$ cat src/rtl/pfx_pkg.sv
package pfx_pkg;

   typedef enum logic [1:0] {
      WIN_PASS = 2'd0,
      WIN_LOW  = 2'd1,
      WIN_PFX  = 2'd2
   } win_e;

   function automatic logic [31:0] umin32(input logic [31:0] a, input logic [31:0] b);
      return (a < b) ? a : b;
   endfunction

endpackage

$ cat src/rtl/pfx_window_map.sv
module pfx_window_map
   import pfx_pkg::*;
#(
   parameter int ADDR_W   = 32,
   parameter int WIN_BITS = 13
) (
   input  logic [ADDR_W-1:0] real_addr,
   input  logic [ADDR_W-1:0] prefix,
   input  logic [ADDR_W-1:0] req_len,
   output logic [ADDR_W-1:0] abs_addr,
   output logic [ADDR_W-1:0] max_len,
   output win_e              win
);
   localparam logic [ADDR_W-1:0] ONE      = {{(ADDR_W-1){1'b0}}, 1'b1};
   localparam logic [ADDR_W-1:0] WIN_SIZE = ONE << WIN_BITS;
   localparam logic [ADDR_W-1:0] LO_MASK  = WIN_SIZE - ONE;
   localparam logic [ADDR_W-1:0] HI_MASK  = ~LO_MASK;

   generate
      if (WIN_BITS < 1 || WIN_BITS >= ADDR_W) begin : g_bad_win
         $error("pfx_window_map: WIN_BITS must lie in 1..ADDR_W-1");
      end
   endgenerate

   logic [ADDR_W-1:0] addr_hi;
   logic [ADDR_W-1:0] addr_off;
   logic [ADDR_W-1:0] pfx_base;
   logic [ADDR_W-1:0] room;
   logic              lo_hit;
   logic              pfx_hit;

   always_comb begin
      addr_hi  = real_addr & HI_MASK;
      addr_off = real_addr & LO_MASK;
      pfx_base = prefix & HI_MASK;
      room     = WIN_SIZE - addr_off;
      lo_hit   = (addr_hi == '0);
      pfx_hit  = !lo_hit && (addr_hi == pfx_base);
   end

   always_comb begin
      abs_addr = real_addr;
      max_len  = req_len;
      win      = WIN_PASS;
      if (lo_hit) begin
         win      = WIN_LOW;
         abs_addr = pfx_base | addr_off;
         max_len  = (req_len < room) ? req_len : room;
      end else if (pfx_hit) begin
         win      = WIN_PFX;
         abs_addr = addr_off;
         max_len  = (req_len < room) ? req_len : room;
      end
   end

endmodule

$ cat src/rtl/skey_update.sv
module skey_update #(
   parameter int ADDR_W    = 32,
   parameter int PAGE_BITS = 12,
   parameter int IDX_W     = 6,
   parameter int KEY_W     = 7,
   parameter int REF_POS   = 2,
   parameter int CHG_POS   = 1
) (
   input  logic              clk,
   input  logic              rst_n,
   input  logic              access_valid,
   input  logic [ADDR_W-1:0] abs_addr,
   input  logic [ADDR_W-1:0] mem_size,
   input  logic              perm_rd,
   input  logic              perm_wr,
   output logic [IDX_W-1:0]  key_ridx,
   input  logic [KEY_W-1:0]  key_rdata,
   output logic              key_we,
   output logic [IDX_W-1:0]  key_widx,
   output logic [KEY_W-1:0]  key_wdata
);
   generate
      if (PAGE_BITS + IDX_W > ADDR_W) begin : g_bad_idx
         $error("skey_update: page index exceeds address width");
      end
      if (REF_POS == CHG_POS || REF_POS >= KEY_W || CHG_POS >= KEY_W) begin : g_bad_bits
         $error("skey_update: reference/change bit positions invalid");
      end
   endgenerate

   logic              in_range;
   logic              do_upd;
   logic              fwd_hit;
   logic [KEY_W-1:0]  old_key;
   logic [KEY_W-1:0]  set_mask;
   logic [KEY_W-1:0]  new_key;

   assign key_ridx = abs_addr[PAGE_BITS +: IDX_W];

   always_comb begin
      in_range = (abs_addr <= mem_size);
      do_upd   = access_valid && in_range && (perm_rd || perm_wr);
      fwd_hit  = key_we && (key_widx == key_ridx);
      old_key  = fwd_hit ? key_wdata : key_rdata;
      set_mask = '0;
      set_mask[REF_POS] = perm_rd;
      set_mask[CHG_POS] = perm_wr;
      new_key  = old_key | set_mask;
   end

   always_ff @(posedge clk or negedge rst_n) begin
      if (!rst_n) begin
         key_we    <= 1'b0;
         key_widx  <= '0;
         key_wdata <= '0;
      end else begin
         key_we <= do_upd;
         if (do_upd) begin
            key_widx  <= key_ridx;
            key_wdata <= new_key;
         end
      end
   end


   wr_after_strobe_chk: assert property (@(posedge clk) disable iff (!rst_n)
      key_we |-> $past(access_valid));


   wr_marks_key_chk: assert property (@(posedge clk) disable iff (!rst_n)
      key_we |-> (key_wdata[REF_POS] || key_wdata[CHG_POS]));


   range_gate_chk: assert property (@(posedge clk) disable iff (!rst_n)
      (access_valid && (abs_addr > mem_size)) |=> !key_we);


   no_perm_chk: assert property (@(posedge clk) disable iff (!rst_n)
      (access_valid && !perm_rd && !perm_wr) |=> !key_we);


   merge_keeps_bits_chk: assert property (@(posedge clk) disable iff (!rst_n)
      (do_upd && key_we && (key_widx == key_ridx))
      |=> ((key_wdata & $past(key_wdata)) == $past(key_wdata)));

endmodule

$ cat src/rtl/pfx_reloc_skey.sv
module pfx_reloc_skey
   import pfx_pkg::*;
#(
   parameter int ADDR_W    = 32,
   parameter int WIN_BITS  = 13,
   parameter int PAGE_BITS = 12,
   parameter int IDX_W     = 6,
   parameter int KEY_W     = 7,
   parameter int REF_POS   = 2,
   parameter int CHG_POS   = 1
) (
   input  logic              clk,
   input  logic              rst_n,
   input  logic [ADDR_W-1:0] real_addr,
   input  logic [ADDR_W-1:0] prefix,
   input  logic [ADDR_W-1:0] req_len,
   input  logic [ADDR_W-1:0] mem_size,
   input  logic              perm_rd,
   input  logic              perm_wr,
   input  logic              access_valid,
   output logic [ADDR_W-1:0] abs_addr,
   output logic [ADDR_W-1:0] max_len,
   output logic [IDX_W-1:0]  key_ridx,
   input  logic [KEY_W-1:0]  key_rdata,
   output logic              key_we,
   output logic [IDX_W-1:0]  key_widx,
   output logic [KEY_W-1:0]  key_wdata
);
   localparam logic [ADDR_W-1:0] HI_MASK = ~(({{(ADDR_W-1){1'b0}}, 1'b1} << WIN_BITS)
                                             - {{(ADDR_W-1){1'b0}}, 1'b1});

   generate
      if (PAGE_BITS > WIN_BITS) begin : g_bad_page
         $error("pfx_reloc_skey: page must not be larger than the window");
      end
   endgenerate

   win_e win;

   pfx_window_map #(
      .ADDR_W   (ADDR_W),
      .WIN_BITS (WIN_BITS)
   ) u_map (
      .real_addr (real_addr),
      .prefix    (prefix),
      .req_len   (req_len),
      .abs_addr  (abs_addr),
      .max_len   (max_len),
      .win       (win)
   );

   skey_update #(
      .ADDR_W    (ADDR_W),
      .PAGE_BITS (PAGE_BITS),
      .IDX_W     (IDX_W),
      .KEY_W     (KEY_W),
      .REF_POS   (REF_POS),
      .CHG_POS   (CHG_POS)
   ) u_key (
      .clk          (clk),
      .rst_n        (rst_n),
      .access_valid (access_valid),
      .abs_addr     (abs_addr),
      .mem_size     (mem_size),
      .perm_rd      (perm_rd),
      .perm_wr      (perm_wr),
      .key_ridx     (key_ridx),
      .key_rdata    (key_rdata),
      .key_we       (key_we),
      .key_widx     (key_widx),
      .key_wdata    (key_wdata)
   );


   low_win_chk: assert property (@(posedge clk) disable iff (!rst_n)
      ((real_addr & HI_MASK) == '0) |-> ((abs_addr - real_addr) == (prefix & HI_MASK)));


   pass_chk: assert property (@(posedge clk) disable iff (!rst_n)
      (win == WIN_PASS) |-> ((abs_addr == real_addr) && (max_len == req_len)));


   len_clamp_chk: assert property (@(posedge clk) disable iff (!rst_n)
      max_len <= req_len);


   reset_quiet_chk: assert property (@(posedge clk)
      !rst_n |=> !key_we);

endmodule

$ cat config.mk
export PLATFORM = sky130hd
export DESIGN_NAME = pfx_reloc_skey
export DESIGN_NICKNAME = d
export VERILOG_FILES = /design/src/rtl/pfx_pkg.sv /design/src/rtl/pfx_window_map.sv /design/src/rtl/skey_update.sv /design/src/rtl/pfx_reloc_skey.sv
export SDC_FILE = /design/constraint.sdc
export NUM_CORES = 1
export LEC_CHECK = 0
export BUFFER_PORTS_ARGS = -buffer_cell sky130_fd_sc_hd__buf_2
export CORE_MARGIN = 1.5
export CORE_UTILIZATION = 43
export DETAILED_ROUTE_END_ITERATION = 6
export PLACE_DENSITY = 0.88
export SKIP_LAST_GASP = 1
export SYNTH_ARGS = -nofsm -noshare
export SYNTH_HDL_FRONTEND = slang
export SYNTH_SLANG_ARGS = --single-unit
export TNS_END_PERCENT = 5
$ cat constraint.sdc
create_clock -name clk -period 17.3 [get_ports clk]
set_clock_uncertainty 0.05 [all_clocks]
set_input_delay 5.19 -clock clk [delete_from_list [all_inputs] [get_ports clk]]
set_output_delay 5.19 -clock clk [all_outputs]
set_load 0.05 [all_outputs]
==> implementation parameters, run 1 <==
Parameter                              Value

Timing
  Final min period    14290 ps
  Setup violation total in the final timing report    0
  Relative slew slack    35.7%
  Transition time of the tightest slew-check pin    963 ps
  Final total negative setup slack    0 ps
  Unrepaired setup endpoints after global routing    no
  Count of final max-slew check failures    0
  Hold Fails Final Rpt    0
  Fmax    70.0 MHz
  Portion of the clock cycle consumed by the worst path in the final layout    between 80% and 90%

Worst setup path
  Cell depth of the worst flop-to-flop path    8
  Startpoint of the most critical register-to-register path    u_key.key_widx[5]$_DFFE_PN0P_
  Largest stage delay on the critical path    750 ps
  Crit. End Element    primary output
  Type of origin of the critical path    input pin
  Worst r2r dst    u_key.key_wdata[6]$_DFFE_PN0P_
  Classification of the worst setup path    in2out
  Cells traversed along the worst timing path    buf_2 -> nor3_1 -> nand2b_1 -> nor3_1 -> nand2_1 -> or4b_2 -> xnor2_1 -> ha_1 -> nand3_1 -> nor3_1 -> a21oi_1 -> a21oi_4 -> mux2_2 -> buf_2
  Top delay family on crit path    simple AND/OR/NAND/NOR gates
  CP arrival    9050 ps
  Required arrival time at the worst endpoint    12060 ps
  Most used cell, CP    sky130_fd_sc_hd__nor3_1
  R2r setup slk    between 10000 and 15000 ps
  WP buf/inv    2
  Max Fanout on Critical Path    32
  Slowest library cell on the worst path    sky130_fd_sc_hd__a21oi_4

Place
  Total placed instance area    ~4000 µm²
  Count of input and output buffers    210
  Number of placed instances with taps included    655
  GP Congestion    0.866
  Post-detailed-placement half-perimeter wirelength    8.43 mm

Routing
  Number of DRC markers in iteration 0    129
  Routed WL    9.66 mm
  Antenna violation net count after detailed routing    0
  DRC violations left    0
  Number of vias after detailed routing    3548
  Number of search-and-repair iterations in the first detailed-routing pass    5
  Wire length per cell after detailed routing    around 15 µm
  Number of vias per cell    5.39

Floorplan
  Die span in y    between 80 and 90 µm
  Horizontal die dimension    86.7 µm
  Total number of placement rows    30
  Standard cell core area    roughly 6800 µm²
  Top-level port count    224
  Initial Utilization    44.4%
  Overall die area    7520 µm²

Layout
  Antenna Diode Count    0
  Post-route insts no fill    658
  Area taken by multi-input logic gates    about 2300 µm²
  Summed area of non-filler cells in the final layout    ~4100 µm²
  Final nets    750
  End-of-flow core utilization    59.7%
  Filler cell count    607
  Share of post-route cells with drive strength above 1    about two fifths
  Area growth from synthesis to layout    34.6%
  Storage element area    350 µm²

Synthesis
  Primary flip-flop cell chosen by synthesis mapping    sky130_fd_sc_hd__dfrtp_1
  Post-synthesis area per instance    8.04 µm²
  Share of synthesized area spent on multiplexers    roughly 8.7%
  Post-Synth XOR/XNOR Area    9.30%
  Area share of the largest cell type after synthesis    a little under a fifth
  Synth async-reset ratio    100%
  Most used standard cell by instance count after synthesis    sky130_fd_sc_hd__inv_1
  Compound-Gate Fraction of Synth Area    19.9%
  Post-Syn Nets    561
  Part of the Yosys area used for sequential elements    11.6%
  Distinct cell type count of the synthesized netlist    47
  Share of synthesized cell area in full adder, half adder and majority cells    19.1%
  Count of flip-flops with a built-in enable after synthesis    0
  Netlist area before placement    3010 µm²
  Cells after synthesis    about 380
  Largest cells by area after synthesis    sky130_fd_sc_hd__ha_1 19%, sky130_fd_sc_hd__dfrtp_1 12%, sky130_fd_sc_hd__xor2_1 7.6%
  Top cells by count, synth    53 x sky130_fd_sc_hd__inv_1, 46 x sky130_fd_sc_hd__ha_1, 26 x sky130_fd_sc_hd__xor2_1
  Area fraction in and, or, nand and nor cells after synthesis    18.7%
  Synthesized flop and latch total    14
  Number of warning messages in the yosys log    0
  Combinational family with the most area after synthesis    compound AO/OA/AOI/OAI gates
  Cell accounting for the most synthesized area    sky130_fd_sc_hd__ha_1

GRT
  Sum of overflow across all layers after global routing    0
  Via count of the first global-routing pass    3436
  Largest net degree at the start of global routing    33
  GRT Util Overall    between 20% and 30%
  First-pass GRT wire length    ~15 mm
  Antenna violations before repair    0

CTS
  Cts repair resizes    0
  Clk sink count    14
  TritonCTS clock tree    done
  Clock Tree Root    sky130_fd_sc_hd__clkbuf_8
  Setup Buffers After CTS    0
  Hold-fix buffers at CTS    0
  Clock slew at the register clock pins of the worst setup and hold paths    50 ps
  Level count of the clock H-tree    1
  CTS max path bufs    2
  Total CTS buffers    3
  Clock latency reported for the late side of the worst-skew pair    about 240 ps

Worst hold path
  Endpoint of the worst hold path    u_key.key_wdata[0]$_DFFE_PN0P_
  Worst Hold Class    reg2reg
  Min-Delay Startpoint    u_key.key_wdata[0]$_DFFE_PN0P_
  Cell depth of the worst min-delay path    1

Outcome
  Status    complete, no violations

Flow run
  Max-cap viol count    0

Pwr
  Highest ir drop seen on vdd    0.103 mV
  Standby leakage power    2.31 nW
  Total power density per cell area    between 50 and 60 nW/µm²
## layout make-up
| class | count | share of cell area, % |
|---|---|---|
| Multi-Input combinational cell | 282 | 56.6 |
| Timing Repair Buffer | 210 | 25.9 |
| Sequential cell | 14 | 8.64 |
| Inverter | 53 | 4.90 |
| Tap cell | 96 | 2.96 |
| Clock buffer | 3 | 1.02 |
## power breakdown
group          switching [mW]  leakage (nW)  internal (mW)
Sequential            0.00520         0.162         0.0398
Clock                  0.0104        0.0216         0.0154
Combinational           0.101          2.13         0.0481
## placed cells by master, fill, tap and decap left out, types with 8 or more instances in the layout
cell,count
sky130_fd_sc_hd__buf_2,210
sky130_fd_sc_hd__inv_1,53
sky130_fd_sc_hd__ha_1,46
sky130_fd_sc_hd__xor2_1,26
sky130_fd_sc_hd__nor2b_1,24
sky130_fd_sc_hd__a21o_1,17
sky130_fd_sc_hd__a22o_1,16
sky130_fd_sc_hd__mux2i_1,15
sky130_fd_sc_hd__nor4_1,14
sky130_fd_sc_hd__dfrtp_1,14
sky130_fd_sc_hd__a21oi_1,13
sky130_fd_sc_hd__nor3_1,11
sky130_fd_sc_hd__nor2_1,11
sky130_fd_sc_hd__mux2_2,10
sky130_fd_sc_hd__nand4_1,9
sky130_fd_sc_hd__nand2_1,8
## kinds of logic after synthesis
| logic type | count (synthesis) |
|---|---|
| xor+xnor | 32 |
| buf+inv | 79 |
| compound gates | 80 |
| mux | 25 |
| fa+ha+maj | 46 |
| simple gates | 99 |
| flops | 14 |
## worst max-delay path by stage
stage                       to         start  slack [ps]  cells past startpoint
floorplan           max_len[2]  real_addr[3]        3380                     13
global placement    max_len[1]  real_addr[3]        3190                     14
detailed placement  max_len[0]  real_addr[3]        3010                     14
CTS                 max_len[0]  real_addr[3]        2990                     14
global route        max_len[1]  real_addr[3]        2730                     14
finish              max_len[0]  real_addr[3]        3010                     14
## worst register-to-register path, cell delays in order (launching register included)
cell and delay (ps):
sky130_fd_sc_hd__dfrtp_1 430, sky130_fd_sc_hd__nor2b_1 80, sky130_fd_sc_hd__a2111o_1 380, sky130_fd_sc_hd__a31o_2 250, sky130_fd_sc_hd__a221oi_1 190, sky130_fd_sc_hd__o311ai_0 210, sky130_fd_sc_hd__a211oi_2 260, sky130_fd_sc_hd__a41oi_4 230
sky130_fd_sc_hd__mux2_2 340
## layer usage
| layer | up-vias | wire (µm) | track usage [%] | share of wire (%) |
|---|---|---|---|---|
| li1 | 1704 | - | - | - |
| met1 | 1623 | 3800 | 27.1 | 39 |
| met2 | 187 | 4940 | 45.7 | 51 |
| met3 | 34 | 686 | 3.05 | 7.1 |
| met4 | 0 | 222 | 8.06 | 2.3 |
| met5 | - | 0 | 0 | 0 |
## stage by stage
stage | total power, mW | setup WS (ps) | hold WS [ps]
floorplan | 0.149 | 3380 | 760
global placement | 0.189 | 3190 | 437
detailed placement | 0.194 | 3010 | 440
CTS | 0.220 | 2990 | 457
global route | 0.233 | 2730 | 478
finish | 0.220 | 3010 | 456
## state kept, by name, summed over array words and instances, names as in the netlist
register         flops
u_key.key_we         1
u_key.key_widx       6
u_key.key_wdata      7
Note: power is estimated with default switching activity, not from simulation.
==> run 2: changes to the inputs <==
- CORE_UTILIZATION: 43 -> 38
- PLACE_DENSITY: 0.88 -> 0.82
- clock period: 17.3 -> 12.7 ns (I/O delays scaled with it)
==> run 2 against run 1 <==
Non-clock buffer count unchanged. Sequential share of layout area about the same. Die area increased by 13%. Critical path type unchanged. Critical endpoint is now max_len[1]. Largest cell class unchanged.
==> implementation parameters, run 2 (synthesis results as in run 1) <==
Parameter                              Value

Outcome
  Status    complete, no violations (unchanged)

Worst setup path
  Top delay family on crit path    simple AND/OR/NAND/NOR gates (unchanged)
  Largest stage delay on the critical path    750 ps (about the same)
  Slowest library cell on the worst path    sky130_fd_sc_hd__a21oi_4 (unchanged)
  Required arrival time at the worst endpoint    8840 ps (was 12060 ps)
  Classification of the worst setup path    in2out (unchanged)
  Most used cell, CP    sky130_fd_sc_hd__nor3_1 (unchanged)
  WP buf/inv    2 (unchanged)
  Crit. End Element    primary output (unchanged)
  Cells traversed along the worst timing path    buf_2 -> nor3_1 -> nand2b_1 -> nor3_1 -> nand2_1 -> or4b_2 -> xnor2_1 -> ha_1 -> nand3_1 -> nor3_1 -> a21oi_1 -> a21oi_4 -> mux2_2 -> buf_2 (unchanged)
  Max Fanout on Critical Path    32 (unchanged)
  Type of origin of the critical path    input pin (unchanged)
  CP arrival    7670 ps (was 9050 ps)

Timing
  Fmax    86.7 MHz
  Transition time of the tightest slew-check pin    953 ps (was 963 ps)
  Relative slew slack    36.3% (was 35.7%)
  Final total negative setup slack    0 ps (unchanged)
  Final min period    about 12000 ps
  Unrepaired setup endpoints after global routing    no (unchanged)
  Setup violation total in the final timing report    0 (unchanged)
  Count of final max-slew check failures    0 (unchanged)
  Hold Fails Final Rpt    0 (unchanged)
  Final worst-path setup slack    1170 ps (was 3010 ps)
  Portion of the clock cycle consumed by the worst path in the final layout    90.8%

Routing
  Number of vias after detailed routing    3496 (was 3548)
  Number of DRC markers in iteration 0    123 (was 129)
  Routed WL    9.64 mm (was 9.66 mm)
  Number of search-and-repair iterations in the first detailed-routing pass    4 (was 5)
  Antenna violation net count after detailed routing    0 (unchanged)
  Wire length per cell after detailed routing    14.5 µm (was 14.7 µm)
  DRC violations left    0 (unchanged)
  Number of vias per cell    5.26 (was 5.39)

Floorplan
  Standard cell core area    7690 µm² (was 6790 µm²)
  Overall die area    8480 µm² (was 7520 µm²)
  Initial Utilization    39.2% (was 44.4%)
  Total number of placement rows    32 (was 30)
  Top-level port count    224 (unchanged)
  Horizontal die dimension    92.1 µm (was 86.7 µm)
  Die span in y    92.1 µm (was 86.7 µm)

Pwr
  Highest ir drop seen on vdd    0.124 mV (was 0.103 mV)
  Tot Pwr    0.308 mW (was 0.220 mW)
  Total power density per cell area    75.5 nW/µm² (was 54.2 nW/µm²)
  Standby leakage power    2.32 nW (was 2.31 nW)

CTS
  Clock Tree Root    sky130_fd_sc_hd__clkbuf_8 (unchanged)
  CTS max path bufs    2 (unchanged)
  TritonCTS clock tree    done (unchanged)
  Total CTS buffers    3 (unchanged)
  Setup Buffers After CTS    0 (unchanged)
  Clock latency reported for the late side of the worst-skew pair    250 ps (was 240 ps)
  Clock slew at the register clock pins of the worst setup and hold paths    60 ps (was 50 ps)
  Cts repair resizes    0 (unchanged)
  Level count of the clock H-tree    1 (unchanged)
  Hold-fix buffers at CTS    0 (unchanged)
  Clk sink count    14 (unchanged)

Layout
  Area growth from synthesis to layout    35.3% (was 34.6%)
  Max reg flops    7 (unchanged)
  Commonest cells after routing, fill and taps aside    210 x sky130_fd_sc_hd__buf_2, 53 x sky130_fd_sc_hd__inv_1, 46 x sky130_fd_sc_hd__ha_1 (unchanged)
  Share of post-route cells with drive strength above 1    41.4% (was 41.3%)
  Top flop regs    u_key.key_wdata: 7 flops, u_key.key_widx: 6 flops, u_key.key_we: 1 flops (unchanged)
  Antenna Diode Count    0 (unchanged)
  Filler cell count    766 (was 607)
  Area taken by multi-input logic gates    2290 µm² (unchanged)
  End-of-flow core utilization    53.0% (was 59.7%)
  Most frequent standard cell in the layout excluding fill and tap cells    sky130_fd_sc_hd__buf_2 (unchanged)
  Final nets    750 (unchanged)
  Post-route insts no fill    665 (was 658)
  Largest register by flop count    u_key.key_wdata (unchanged)
  Storage element area    350 µm² (unchanged)

GRT
  Antenna violations before repair    0 (unchanged)
  GRT Util Overall    21.9% (was 23.9%)
  Sum of overflow across all layers after global routing    0 (unchanged)
  Largest net degree at the start of global routing    33 (unchanged)
  Via count of the first global-routing pass    3316 (was 3436)
  First-pass GRT wire length    15.3 mm (was 14.8 mm)

Place
  Post-detailed-placement half-perimeter wirelength    8.31 mm (was 8.43 mm)
  Setup slack at placement    1190 ps (was 3010 ps)
  GP Congestion    0.958 (was 0.866)
  Count of input and output buffers    210 (unchanged)
  Number of placed instances with taps included    661 (was 655)

Flow run
  Max-cap viol count    0 (unchanged)

Worst hold path
  Worst Hold Class    reg2reg (unchanged)
==> run 2: final cells by class <==
class / count / share of cell area, %
inverter: 53 / 4.88
sequential: 14 / 8.59
multi-input combinational: 282 / 56.3
clock buffer: 4 / 1.35
timing repair buffer: 210 / 25.8
tap: 102 / 3.13
==> run 2: power breakdown <==
| group | switching [mW] | internal, mW |
|---|---|---|
| clock network | 0.0167 | 0.0275 |
| registers | 0.00709 | 0.0542 |
| logic | 0.137 | 0.0655 |
==> run 2: stage by stage <==
step | area, µm² | hold WS [ps]
after floorplan | 3010 | 760
after global placement | 4020 | 439
after detailed placement | 4020 | 445
after CTS | 4080 | 460
after global routing | 4080 | 481
final | 4080 | 458
==> run 2: path summary, 6_finish.rpt <==
kind / from / endpoint / slack, ps / cells after the start
hold / removal: u_key.key_wdata[6]$_DFFE_PN0P_ / u_key.key_wdata[6]$_DFFE_PN0P_ / 460 / 1
max in group asynchronous: rst_n / u_key.key_widx[0]$_DFFE_PN0P_ / 8960 / 1
hold reg to reg: u_key.key_wdata[6]$_DFFE_PN0P_ / u_key.key_wdata[6]$_DFFE_PN0P_ / 460 / 1
setup / recovery: real_addr[3] / max_len[1] / 1170 / 14
min in group asynchronous: rst_n / u_key.key_wdata[0]$_DFFE_PN0P_ / 3400 / 1
setup reg to reg: u_key.key_widx[5]$_DFFE_PN0P_ / u_key.key_wdata[6]$_DFFE_PN0P_ / 10080 / 8
==> run 2: per-layer routing <==
metal	GRT usage (%)	up-vias	wire length, µm
met1	27.6	1615	4100
met5	0	-	0
met4	6.15	0	189
met3	2.74	19	597
li1	-	1705	-
met2	38.9	157	4750
==> run 3: changes to the inputs <==
- RECOVER_POWER: unset -> 50
==> run 3 against run 2 <==
Critical path depth is the same. Final area shrank 1.4%. Sequential cell count is the same. Worst setup slack lost 3.0 ps. Combinational power shrank 2%. Final cell count is the same. Die area is the same. Non-clock buffer count is the same. Largest power group unchanged.
==> implementation parameters, run 3 (synthesis results as in run 1) <==
Parameter                              Value

Outcome
  Status    complete, no violations (unchanged)

Worst hold path
  Cell depth of the worst min-delay path    1 (unchanged)
  Min-Delay Startpoint    u_key.key_wdata[6]$_DFFE_PN0P_ (unchanged)
  Endpoint of the worst hold path    u_key.key_wdata[6]$_DFFE_PN0P_ (unchanged)
  Worst Hold Class    reg2reg (unchanged)

CTS
  Clk sink count    14 (unchanged)
  Level count of the clock H-tree    1 (unchanged)
  TritonCTS clock tree    done (unchanged)
  Cts repair resizes    0 (unchanged)
  Total CTS buffers    3 (unchanged)
  Hold-fix buffers at CTS    0 (unchanged)
  CTS max path bufs    2 (unchanged)
  Setup Buffers After CTS    0 (unchanged)
  Clock latency reported for the late side of the worst-skew pair    250 ps (about the same)
  Clock slew at the register clock pins of the worst setup and hold paths    60 ps (about the same)
  Clock Tree Root    sky130_fd_sc_hd__clkbuf_8 (unchanged)

Pwr
  Highest ir drop seen on vdd    0.121 mV (was 0.124 mV)
  Total power density per cell area    75.3 nW/µm² (was 75.5 nW/µm²)
  Standby leakage power    2.24 nW (was 2.32 nW)

Timing
  Relative slew slack    18.6% (was 36.3%)
  Transition time of the tightest slew-check pin    1220 ps (was 953 ps)
  Count of final max-slew check failures    0 (unchanged)
  Setup violation total in the final timing report    0 (unchanged)
  Final total negative setup slack    0 ps (unchanged)
  Unrepaired setup endpoints after global routing    no (unchanged)
  Final min period    11530 ps (about the same)
  Portion of the clock cycle consumed by the worst path in the final layout    90.8% (about the same)
  Fmax    86.7 MHz (about the same)
  Hold Fails Final Rpt    0 (unchanged)

Routing
  Wire length per cell after detailed routing    14.4 µm (was 14.5 µm)
  DRC violations left    0 (unchanged)
  Number of search-and-repair iterations in the first detailed-routing pass    4 (unchanged)
  Routed WL    9.60 mm (was 9.64 mm)
  Number of vias after detailed routing    3510 (was 3496)
  Number of DRC markers in iteration 0    141 (was 123)
  Number of vias per cell    5.28 (was 5.26)
  Antenna violation net count after detailed routing    0 (unchanged)

GRT
  Via count of the first global-routing pass    3316 (unchanged)
  GRT Util Overall    21.9% (unchanged)
  Sum of overflow across all layers after global routing    0 (unchanged)
  Antenna violations before repair    0 (unchanged)
  First-pass GRT wire length    15.3 mm (unchanged)
  Largest net degree at the start of global routing    33 (unchanged)

Layout
  Area growth from synthesis to layout    33.4% (was 35.3%)
  Filler cell count    786 (was 766)
  Antenna Diode Count    0 (unchanged)
  Top flop regs    u_key.key_wdata: 7 flops, u_key.key_widx: 6 flops, u_key.key_we: 1 flops (unchanged)
  Share of post-route cells with drive strength above 1    35.9% (was 41.4%)
  Commonest cells after routing, fill and taps aside    180 x sky130_fd_sc_hd__buf_2, 53 x sky130_fd_sc_hd__inv_1, 46 x sky130_fd_sc_hd__ha_1 (was 210 x sky130_fd_sc_hd__buf_2, 53 x sky130_fd_sc_hd__inv_1, 46 x sky130_fd_sc_hd__ha_1)
  Largest register by flop count    u_key.key_wdata (unchanged)
  Final nets    750 (unchanged)
  Max reg flops    7 (unchanged)
  End-of-flow core utilization    52.3% (was 53.0%)
  Post-route insts no fill    665 (unchanged)
  Most frequent standard cell in the layout excluding fill and tap cells    sky130_fd_sc_hd__buf_2 (unchanged)

Place
  GP Congestion    0.958 (unchanged)
  Count of input and output buffers    210 (unchanged)
  Post-detailed-placement half-perimeter wirelength    8.31 mm (unchanged)
  Number of placed instances with taps included    661 (unchanged)

Worst setup path
  Required arrival time at the worst endpoint    8840 ps (about the same)
  Max Fanout on Critical Path    32 (unchanged)
  Most used cell, CP    sky130_fd_sc_hd__nor3_1 (unchanged)
  Slowest library cell on the worst path    sky130_fd_sc_hd__a21oi_4 (unchanged)
  CP arrival    7670 ps (about the same)
  Worst r2r dst    u_key.key_wdata[0]$_DFFE_PN0P_ (was u_key.key_wdata[6]$_DFFE_PN0P_)
  Type of origin of the critical path    input pin (unchanged)
  Cells traversed along the worst timing path    buf_2 -> nor3_1 -> nand2b_1 -> nor3_1 -> nand2_1 -> or4b_2 -> xnor2_1 -> ha_1 -> nand3_1 -> nor3_1 -> a21oi_1 -> a21oi_4 -> mux2_2 -> buf_2 (unchanged)
  Startpoint of the most critical register-to-register path    u_key.key_widx[5]$_DFFE_PN0P_ (unchanged)
  R2r setup slk    9920 ps (was 10080 ps)
  Top delay family on crit path    simple AND/OR/NAND/NOR gates (unchanged)
  Classification of the worst setup path    in2out (unchanged)
  Cell depth of the worst flop-to-flop path    8 (unchanged)
  Largest stage delay on the critical path    750 ps (about the same)
  WP buf/inv    2 (unchanged)
  Crit. End Element    primary output (unchanged)

Floorplan
  Initial Utilization    39.2% (unchanged)
  Die span in y    92.1 µm (unchanged)
  Horizontal die dimension    92.1 µm (unchanged)
  Standard cell core area    7690 µm² (unchanged)
  Total number of placement rows    32 (unchanged)
  Top-level port count    224 (unchanged)
  Overall die area    8480 µm² (unchanged)

Flow run
  Max-cap viol count    0 (unchanged)
==> run 3: cell count changes in the layout (fill, tap and decap cells not counted) <==
cell,change
sky130_fd_sc_hd__buf_2,-30
sky130_fd_sc_hd__clkbuf_1,+30
sky130_fd_sc_hd__a41oi_1,+1
sky130_fd_sc_hd__a41oi_4,-1
sky130_fd_sc_hd__or2_0,+1
sky130_fd_sc_hd__or2_1,-1
==> run 3: cell type report <==
cell class,instances,area [µm²],area share (%)
inverter,53,199,4.95
timing repair buffer,210,1010,25.2
multi-input combinational,282,2280,56.6
tap,102,128,3.17
sequential,14,350,8.71
clock buffer,4,55.1,1.37
==> run 3: how the worst max path moves through the flow <==
stage | cells past startpoint | to | start | slack, ps
after floorplan | 13 | max_len[2] | real_addr[3] | 1540
after global placement | 14 | max_len[1] | real_addr[3] | 1290
after detailed placement | 14 | max_len[1] | real_addr[3] | 1190
after CTS | 14 | max_len[1] | real_addr[3] | 1170
after global routing | 15 | max_len[1] | real_addr[3] | 950
final | 14 | max_len[1] | real_addr[3] | 1170
==> run 3: where the power goes <==
| part | internal (mW) | switching (mW) | leakage (nW) |
|---|---|---|---|
| clock | 0.0275 | 0.0167 | 0.0288 |
| combinational | 0.0615 | 0.136 | 2.05 |
| sequential | 0.0542 | 0.00705 | 0.162 |
==> run 3: metal layers <==
metal  GRT usage [%]  up-vias  part of all wire [%]
met5               0        -                     0
met4            6.15        0                   1.9
met3            2.74       17                   6.6
met2            38.9      160                    49
met1            27.6     1626                    42
li1                -     1707                     -
==> run 3: stage by stage <==
stage,cell area (µm²),setup slack (ps),hold slack (ps),power [mW]
global route,4020,946,483,0.322
detailed placement,4020,1190,445,0.263
CTS,4080,1170,460,0.309
finish,4020,1170,460,0.303
floorplan,3010,1540,760,0.203
global placement,4020,1290,439,0.258
